<file path="config.mk">
export PLATFORM = sky130hd
export DESIGN_NAME = cmdlist_sequencer
export DESIGN_NICKNAME = d
export VERILOG_FILES = /design/src/rtl/cmdlist_pkg.sv /design/src/rtl/cmdlist_opcheck.sv /design/src/rtl/cmdlist_regs.sv /design/src/rtl/cmdlist_core.sv /design/src/rtl/cmdlist_sequencer.sv
export SDC_FILE = /design/constraint.sdc
export NUM_CORES = 1
export LEC_CHECK = 0
export BUFFER_PORTS_ARGS = -buffer_cell sky130_fd_sc_hd__buf_2
export CAP_MARGIN = 20
export CORE_UTILIZATION = 50
export DETAILED_ROUTE_END_ITERATION = 12
export HOLD_SLACK_MARGIN = 0.1
export PLACE_DENSITY = 0.74
export SLEW_MARGIN = 20
export SYNTH_ARGS = -nofsm -noshare
export SYNTH_HDL_FRONTEND = slang
export SYNTH_SLANG_ARGS = --single-unit
</file>
<file path="constraint.sdc">
create_clock -name clk -period 4.2 [get_ports clk]
set_input_delay 0.63 -clock clk [delete_from_list [all_inputs] [get_ports clk]]
set_output_delay 0.63 -clock clk [all_outputs]
set_load 0.02 [all_outputs]
</file>
<file path="src/rtl/cmdlist_pkg.sv">
`timescale 1ns/1ps
package cmdlist_pkg;

    localparam int WORD_W = 16;

    localparam logic [4:0] OPC_EXEC      = 5'b00001;
    localparam logic [4:0] OPC_JUMP      = 5'b00010;
    localparam logic [4:0] OPC_HALT      = 5'b00011;
    localparam logic [4:0] CHECK_PATTERN = 5'b01010;

    localparam int CTRL_TRAPEN_BIT = 0;
    localparam int CTRL_START_BIT  = 13;
    localparam int STAT_FLAG_BIT   = 0;
    localparam int CC_PAIR_BIT     = 4;

    typedef enum logic [1:0] {
        REG_CTRL = 2'd0,
        REG_BASE = 2'd1,
        REG_PTR  = 2'd2,
        REG_STAT = 2'd3
    } reg_sel_e;

    typedef enum logic [2:0] {
        CAUSE_NONE    = 3'd0,
        CAUSE_PARITY  = 3'd1,
        CAUSE_PATTERN = 3'd2,
        CAUSE_OPCODE  = 3'd3,
        CAUSE_ALIGN   = 3'd4
    } cause_e;

    typedef enum logic [2:0] {
        ST_IDLE,
        ST_RD_OP,
        ST_CHK_OP,
        ST_RD_PRM,
        ST_CHK_PRM,
        ST_MSG
    } seq_state_e;

    typedef struct packed {
        logic       parity;
        logic [4:0] opc;
        logic [4:0] pattern;
        logic [4:0] cond;
    } opword_t;

    // Fault classification in priority order: parity, pattern, opcode.
    function automatic cause_e classify_word(input logic [WORD_W-1:0] raw);
        opword_t w;
        w = opword_t'(raw);
        if (^raw == 1'b0)
            return CAUSE_PARITY;
        else if (w.pattern != CHECK_PATTERN)
            return CAUSE_PATTERN;
        else if (w.opc != OPC_EXEC && w.opc != OPC_JUMP && w.opc != OPC_HALT)
            return CAUSE_OPCODE;
        return CAUSE_NONE;
    endfunction

    function automatic logic block_aligned(input logic [WORD_W-1:0] p, input logic pair);
        return pair ? (p[3:0] == 4'h0) : (p[2:0] == 3'h0);
    endfunction

endpackage

</file>
<file path="src/rtl/cmdlist_opcheck.sv">
`timescale 1ns/1ps
module cmdlist_opcheck
    import cmdlist_pkg::*;
(
    input  logic [WORD_W-1:0] word,
    output cause_e            cause,
    output logic [4:0]        opc,
    output logic              pair
);
    opword_t fields;

    always_comb begin
        fields = opword_t'(word);
        cause  = classify_word(word);
        opc    = fields.opc;
        pair   = fields.cond[CC_PAIR_BIT];
    end
endmodule

</file>
<file path="src/rtl/cmdlist_regs.sv">
`timescale 1ns/1ps
module cmdlist_regs
    import cmdlist_pkg::*;
#(
    parameter int ADDR_W = 16
) (
    input  logic              clk,
    input  logic              rst,
    input  logic              host_wr,
    input  logic [1:0]        host_addr,
    input  logic [WORD_W-1:0] host_wdata,
    output logic [WORD_W-1:0] host_rdata,
    input  logic              run_enable,
    input  logic              busy,
    input  logic [ADDR_W-1:0] ptr,
    input  logic              trap_set,
    input  cause_e            trap_cause_in,
    output logic              start_req,
    output logic [ADDR_W-1:0] base_addr,
    output logic              trap_en,
    output logic              trap_flag
);
    cause_e   cause_q;
    reg_sel_e sel;

    assign sel       = reg_sel_e'(host_addr);
    assign start_req = host_wr && sel == REG_CTRL && host_wdata[CTRL_START_BIT]
                       && run_enable && !busy;

    always_ff @(posedge clk) begin
        if (rst) begin
            base_addr <= '0;
            trap_en   <= 1'b0;
            trap_flag <= 1'b0;
            cause_q   <= CAUSE_NONE;
        end else begin
            if (host_wr && sel == REG_CTRL)
                trap_en <= host_wdata[CTRL_TRAPEN_BIT];
            if (host_wr && sel == REG_BASE)
                base_addr <= host_wdata[ADDR_W-1:0];
            if (trap_set) begin
                trap_flag <= 1'b1;
                cause_q   <= trap_cause_in;
            end else if (host_wr && sel == REG_STAT && host_wdata[STAT_FLAG_BIT]) begin
                trap_flag <= 1'b0;
                cause_q   <= CAUSE_NONE;
            end
        end
    end

    always_comb begin
        case (sel)
            REG_CTRL: host_rdata = {{(WORD_W-1){1'b0}}, trap_en};
            REG_BASE: host_rdata = WORD_W'(base_addr);
            REG_PTR:  host_rdata = WORD_W'(ptr);
            default:  host_rdata = {9'b0, cause_q, 2'b00, busy, trap_flag};
        endcase
    end
endmodule

</file>
<file path="src/rtl/cmdlist_core.sv">
`timescale 1ns/1ps
module cmdlist_core
    import cmdlist_pkg::*;
#(
    parameter int ADDR_W = 16
) (
    input  logic              clk,
    input  logic              rst,
    input  logic              start_req,
    input  logic [ADDR_W-1:0] base_addr,
    output logic              ram_rd,
    output logic [ADDR_W-1:0] ram_addr,
    input  logic [WORD_W-1:0] ram_rdata,
    output logic              msg_req,
    output logic [WORD_W-1:0] msg_ptr,
    output logic              msg_rt2rt,
    input  logic              msg_done,
    output logic [ADDR_W-1:0] ptr,
    output logic              busy,
    output logic              trap_set,
    output cause_e            trap_cause
);
    localparam logic [ADDR_W-1:0] PRM_OFS   = ADDR_W'(1);
    localparam logic [ADDR_W-1:0] ENTRY_LEN = ADDR_W'(2);

    seq_state_e        state;
    logic [4:0]        opc_q;
    logic              pair_q;
    logic [WORD_W-1:0] prm_q;
    cause_e            op_cause;
    logic [4:0]        opc_w;
    logic              pair_w;
    logic              prm_ok;

    cmdlist_opcheck u_opcheck (
        .word  (ram_rdata),
        .cause (op_cause),
        .opc   (opc_w),
        .pair  (pair_w)
    );

    assign prm_ok    = block_aligned(ram_rdata, pair_q);
    assign busy      = state != ST_IDLE;
    assign ram_rd    = state == ST_RD_OP || state == ST_RD_PRM;
    assign ram_addr  = (state == ST_RD_PRM) ? ptr + PRM_OFS : ptr;
    assign msg_req   = state == ST_MSG;
    assign msg_ptr   = prm_q;
    assign msg_rt2rt = pair_q;

    always_comb begin
        trap_set   = 1'b0;
        trap_cause = CAUSE_NONE;
        if (state == ST_CHK_OP && op_cause != CAUSE_NONE) begin
            trap_set   = 1'b1;
            trap_cause = op_cause;
        end else if (state == ST_CHK_PRM && opc_q == OPC_EXEC && !prm_ok) begin
            trap_set   = 1'b1;
            trap_cause = CAUSE_ALIGN;
        end
    end

    always_ff @(posedge clk) begin
        if (rst) begin
            state  <= ST_IDLE;
            ptr    <= '0;
            opc_q  <= '0;
            pair_q <= 1'b0;
            prm_q  <= '0;
        end else begin
            case (state)
                ST_IDLE: begin
                    if (start_req) begin
                        ptr   <= base_addr;
                        state <= ST_RD_OP;
                    end
                end
                ST_RD_OP:  state <= ST_CHK_OP;
                ST_CHK_OP: begin
                    opc_q  <= opc_w;
                    pair_q <= pair_w;
                    if (op_cause != CAUSE_NONE || opc_w == OPC_HALT)
                        state <= ST_IDLE;
                    else
                        state <= ST_RD_PRM;
                end
                ST_RD_PRM: state <= ST_CHK_PRM;
                ST_CHK_PRM: begin
                    prm_q <= ram_rdata;
                    if (opc_q == OPC_JUMP) begin
                        ptr   <= ram_rdata[ADDR_W-1:0];
                        state <= ST_RD_OP;
                    end else if (!prm_ok) begin
                        state <= ST_IDLE;
                    end else begin
                        state <= ST_MSG;
                    end
                end
                ST_MSG: begin
                    if (msg_done) begin
                        ptr   <= ptr + ENTRY_LEN;
                        state <= ST_RD_OP;
                    end
                end
                default: state <= ST_IDLE;
            endcase
        end
    end
endmodule

</file>
<file path="src/rtl/cmdlist_sequencer.sv">
`timescale 1ns/1ps
module cmdlist_sequencer
    import cmdlist_pkg::*;
#(
    parameter int ADDR_W = 16
) (
    input  logic              clk,
    input  logic              rst,
    input  logic              run_enable,
    input  logic              host_wr,
    input  logic [1:0]        host_addr,
    input  logic [15:0]       host_wdata,
    output logic [15:0]       host_rdata,
    output logic              ram_rd,
    output logic [ADDR_W-1:0] ram_addr,
    input  logic [15:0]       ram_rdata,
    output logic              msg_req,
    output logic [15:0]       msg_ptr,
    output logic              msg_rt2rt,
    input  logic              msg_done,
    output logic              trap_irq
);
    logic              start_req;
    logic [ADDR_W-1:0] base_addr;
    logic [ADDR_W-1:0] ptr;
    logic              busy;
    logic              trap_set;
    cause_e            trap_cause;
    logic              trap_en;
    logic              trap_flag;

    cmdlist_regs #(.ADDR_W(ADDR_W)) u_regs (
        .clk           (clk),
        .rst           (rst),
        .host_wr       (host_wr),
        .host_addr     (host_addr),
        .host_wdata    (host_wdata),
        .host_rdata    (host_rdata),
        .run_enable    (run_enable),
        .busy          (busy),
        .ptr           (ptr),
        .trap_set      (trap_set),
        .trap_cause_in (trap_cause),
        .start_req     (start_req),
        .base_addr     (base_addr),
        .trap_en       (trap_en),
        .trap_flag     (trap_flag)
    );

    cmdlist_core #(.ADDR_W(ADDR_W)) u_core (
        .clk        (clk),
        .rst        (rst),
        .start_req  (start_req),
        .base_addr  (base_addr),
        .ram_rd     (ram_rd),
        .ram_addr   (ram_addr),
        .ram_rdata  (ram_rdata),
        .msg_req    (msg_req),
        .msg_ptr    (msg_ptr),
        .msg_rt2rt  (msg_rt2rt),
        .msg_done   (msg_done),
        .ptr        (ptr),
        .busy       (busy),
        .trap_set   (trap_set),
        .trap_cause (trap_cause)
    );

    assign trap_irq = trap_flag && trap_en;
endmodule

</file>
==> results by stage <==
Cells and area:
- The multi-input combinational cell area is 2288 µm².
- Relative to the synthesized area, the layout overhead comes to 17.38%.
- The final layout contains 605 nets.
- 0 antenna diodes ended up in the layout.
- Across the whole layout, storage elements account for 1241 µm².
- Counting the fill cells in the layout gives 708.
- The fraction of final layout cells sized beyond drive strength 1 is 23.80%.

Yosys:
- Counting flops with a built-in enable in the synthesized netlist gives 0.
- The fraction of the mapped netlist area in compound gates is 22.89%.
- The most used flip-flop cell after synthesis is sky130_fd_sc_hd__dfxtp_1.
- The post-synthesis adder-cell area fraction is 2.669%.
- The mux contribution to synthesized area is 2.336%.
- Yosys mapped the design onto 67 distinct sky130hd cell types.
- Of the total synthesized cell area, the portion taken by AND, OR, NAND and NOR gates is 26.93%.
- The sequential element share of the synthesized area is 33.10%.
- The total of flip-flops plus latches after synthesis is 62.
- The instance count of the mapped netlist is 488.
- In the synthesized netlist the async set-or-reset flop fraction comes to 0%.
- The synthesized-area fraction occupied by xor and xnor cells is 6.206%.
- During synthesis, Yosys emitted a total of 0 warnings.
- After synthesis, the mean cell area works out to 7.684 µm².
- The netlist area before placement is 3750 µm².
- The dominant combinational cell family by area after synthesis is simple AND/OR/NAND/NOR gates.
- The number of nets in the synthesized netlist is 535.

Clock network:
- In this run the clock root is driven by a sky130_fd_sc_hd__clkbuf_8.
- After clock tree synthesis, the clock-pin slew on the worst setup and hold paths is 80 ps.
- Post-CTS timing repair inserted 0 buffers for setup.
- The total of cells resized after clock tree synthesis is 0.
- Buffers inserted to repair hold after CTS numbered 0.
- For this design, the sink count on the clock tree is 62.
- The H-tree generated during clock tree synthesis spans 3 levels.
- No sink is reached through more buffers than the 2 on the longest clock path.
- The clock latency at the later pin of the worst-skew pair is 350 ps.
- The number of buffers inserted during clock tree synthesis is 9.
- TritonCTS built the clock tree.

Die:
- The total I/O pin count is 91.
- The area of the die is 7850 µm².
- From left edge to right edge, the die measures 88.60 µm.
- The placement row count is 31.
- For this configuration, the core starts out at a cell density of 51.70%.
- The vertical die dimension is 88.60 µm.
- The core outline area is 7253 µm².

Place:
- The congestion estimate from routability-driven global placement came to 0.9240.
- The sum of net half-perimeters after detailed placement is 8242 µm.
- Port buffering added 90 buffers.
- The worst slack after detailed placement is 1503 ps.

Route:
- Dividing the detail-routed wire length by the instance count gives 16.92 µm.
- The final route contains 3800 vias.
- The wire length after detailed routing is 11200 µm.
- The first routing iteration left 345 violations.
- The vias per cell is 5.740.
- The first-pass iteration count of the detailed router is 5.
- The number of nets with antenna violations after routing is 0.
- The DRC violation count after routing is 0.

Power:
- Registers are responsible for 46.5% of the overall power.
- The static leakage power is 1.832 nW.
- The share of power burned in combinational logic is 10.8%.
- The internal power contribution is 0.9445 mW.
- IR analysis of the VDD net gives a maximum drop of 0.1684 mV.
- In this run the power density over the cells is 293.5 nW/µm².
- The power spent charging and discharging nets is 0.3473 mW.
- The share of total power in the clock network is 42.7%.
- The design draws 1.292 mW.
- In this run switching power makes up 26.88% of total power.

Worst setup path:
- In this run the worst path has a maximum fanout of 8.
- The number of cells on the worst reg-to-reg path is 6.
- The required time of the critical path is 3570 ps.
- The critical setup path kind is flop to output port.
- The data arrival time of the critical path is 2480 ps.
- The worst setup path is captured at an output port.
- The setup check on the worst reg-to-reg path leaves a slack of 1760 ps.
- The kind of launch point of the worst setup path is a flop.

Timing:
- Setup violations remaining at the end of the flow were counted as 0.
- Setup slack on the critical path of the routed design comes to 1093 ps.
- The worst clock skew on the final layout is 8.723 ps.
- The worst path uses 73.99% of the clock period.
- The number of hold-slack violations in the final timing report is 0.
- Derived from the worst setup path, the maximum achievable clock frequency is 0.3218 GHz.
- The max-slew violation count is 0.
- Setup repair after global routing left no endpoint under its margin.
- The final total negative setup slack is 0 ps.
- The worst slew margin relative to its limit is 38.73%.
- The smallest clock period supported by the final layout is computed as 3107 ps.
- The worst-margin pin slew is 917.1 ps.

Global routing:
- The first global-routing pass estimated 17640 µm of wire.
- Global routing used 30.25% of the available tracks across all layers.
- The number of antenna violations at the first check in global routing is 0.
- The via count of the first global-routing pass is 3454.
- The final global-route overflow total is 0.
- The pin count of the biggest net entering global routing is 37.

Min path:
- The path class of the lowest-slack min-delay path is flop to flop.
- The depth of the worst hold-timing path is 2.

Outcome:
- The flow ran to the end, and the final reports show no timing, DRC or antenna violations.

Job:
- Across the run, the number of max-cap violations was 0.
==> critical path, cell delays in order, from the launching register on <==
cell and delay, ps:
sky130_fd_sc_hd__dfxtp_1 520, sky130_fd_sc_hd__ha_1 330, sky130_fd_sc_hd__nand4_2 230, sky130_fd_sc_hd__nor4_2 400
sky130_fd_sc_hd__nand2b_1 180, sky130_fd_sc_hd__nor2_1 160, sky130_fd_sc_hd__xor2_1 140, sky130_fd_sc_hd__buf_2 170
==> state kept, by name, indices dropped and copies added (netlist names) <==
name / cells
u_core.msg_ptr: 16
u_core.msg_rt2rt: 1
u_core.opc_q: 5
u_core.ptr: 16
u_core.state: 3
u_regs.base_addr: 16
u_regs.cause_q: 3
u_regs.trap_en: 1
u_regs.trap_flag: 1
==> per-layer routing <==
metal / wire length (µm) / global-route usage [%] / part of all wire [%] / vias up
met3: 1031 / 8.582 / 9.2 / 16
met4: 149 / 8.504 / 1.3 / 0
met1: 5055 / 41.90 / 45 / 1758
met2: 4965 / 45.94 / 44 / 186
li1: - / - / - / 1840
met5: 0 / 0 / 0 / -
==> Yosys cell counts, types with 2 or more instances <==
cell / count / share of area, %
sky130_fd_sc_hd__o21a_1: 3 / 0.60
sky130_fd_sc_hd__a311oi_1: 3 / 0.70
sky130_fd_sc_hd__nand4_1: 5 / 0.83
sky130_fd_sc_hd__nand2b_1: 7 / 1.2
sky130_fd_sc_hd__clkbuf_1: 20 / 2.0
sky130_fd_sc_hd__a22o_1: 15 / 3.5
sky130_fd_sc_hd__inv_2: 2 / 0.20
sky130_fd_sc_hd__xnor2_1: 14 / 3.3
sky130_fd_sc_hd__nor4_1: 2 / 0.33
sky130_fd_sc_hd__and2_1: 3 / 0.50
sky130_fd_sc_hd__a21oi_1: 62 / 8.3
sky130_fd_sc_hd__nand2_1: 113 / 11
sky130_fd_sc_hd__xor2_1: 10 / 2.3
sky130_fd_sc_hd__or3_1: 5 / 0.83
sky130_fd_sc_hd__o211ai_1: 8 / 1.6
sky130_fd_sc_hd__mux2i_1: 2 / 0.53
sky130_fd_sc_hd__o21ai_0: 10 / 1.3
sky130_fd_sc_hd__o31a_1: 2 / 0.47
sky130_fd_sc_hd__and3_1: 3 / 0.50
sky130_fd_sc_hd__o21ai_1: 6 / 0.80
sky130_fd_sc_hd__dfxtp_1: 62 / 33
sky130_fd_sc_hd__buf_2: 10 / 1.3
sky130_fd_sc_hd__a31o_2: 2 / 0.47
sky130_fd_sc_hd__buf_4: 4 / 0.80
sky130_fd_sc_hd__o2bb2ai_1: 2 / 0.47
sky130_fd_sc_hd__nor2_1: 24 / 2.4
sky130_fd_sc_hd__ha_1: 8 / 2.7
sky130_fd_sc_hd__nor3_1: 8 / 1.1
sky130_fd_sc_hd__nor2b_1: 6 / 1.0
sky130_fd_sc_hd__mux2_2: 4 / 1.2
sky130_fd_sc_hd__nand3_1: 13 / 1.7
sky130_fd_sc_hd__inv_1: 14 / 1.4
sky130_fd_sc_hd__nand3b_1: 2 / 0.40
==> cell usage in the layout (no fill, tap or decap), types with 8 or more instances in the layout <==
cell type	n
sky130_fd_sc_hd__buf_2	90
sky130_fd_sc_hd__nand3_1	13
sky130_fd_sc_hd__o21ai_0	10
sky130_fd_sc_hd__a21oi_1	62
sky130_fd_sc_hd__xor2_1	10
sky130_fd_sc_hd__xnor2_1	14
sky130_fd_sc_hd__inv_1	14
sky130_fd_sc_hd__dfxtp_1	62
sky130_fd_sc_hd__ha_1	8
sky130_fd_sc_hd__o211ai_1	8
sky130_fd_sc_hd__nor2_1	24
sky130_fd_sc_hd__clkbuf_8	10
sky130_fd_sc_hd__nand2_1	113
sky130_fd_sc_hd__a22o_1	15
sky130_fd_sc_hd__nor3_1	8
==> power groups by stage <==
stage	sequential (mW)	clock [mW]	combinational, mW
6_report	0.601	0.551	0.140
5_1_grt	0.601	0.597	0.153
4_1_cts	0.600	0.557	0.139
3_5_place_dp	0.614	0	0.139
3_3_place_gp	0.614	0	0.137
2_1_floorplan	0.611	0	0.0939
==> final cells by class <==
type	count	area share, %
tap	99	2.814
inverter	16	1.364
clock inverter	6	1.592
sequential	62	28.20
clock buffer	10	3.127
timing repair buffer	94	10.92
multi-input combinational	375	51.99
==> cells by family (layout without fill, tap and decap cells) <==
logic type | count (synthesis) | in the layout
AOI/OAI and AO/OA | 130 | 130
xor gates and xnor gates | 25 | 25
adders and majority gates | 8 | 8
buffers and inverters | 51 | 126
DFF | 62 | 62
muxes | 7 | 7
and+or+nand+nor | 205 | 205
==> worst paths after layout <==
check | start | end
worst max register to register | u_core.state[0] | u_core.ptr[15]
worst min-delay path | u_core.msg_ptr[15] | u_core.msg_ptr[15]
worst min register to register | u_core.msg_ptr[15] | u_core.msg_ptr[15]
worst max-delay path | u_core.ptr[1] | ram_addr[15]
==> stage by stage <==
step,instance area (µm²),utilization [%],hold WS [ps],std cells
after floorplan,3750,-,425.9,488
after global placement,4194,57.82,439.5,646
after detailed placement,4194,57.82,447.5,646
after CTS,4402,60.69,460.5,662
after global routing,4402,60.69,479.7,662
final,4402,60.69,460.1,662
(Power assumes the default switching activity.)
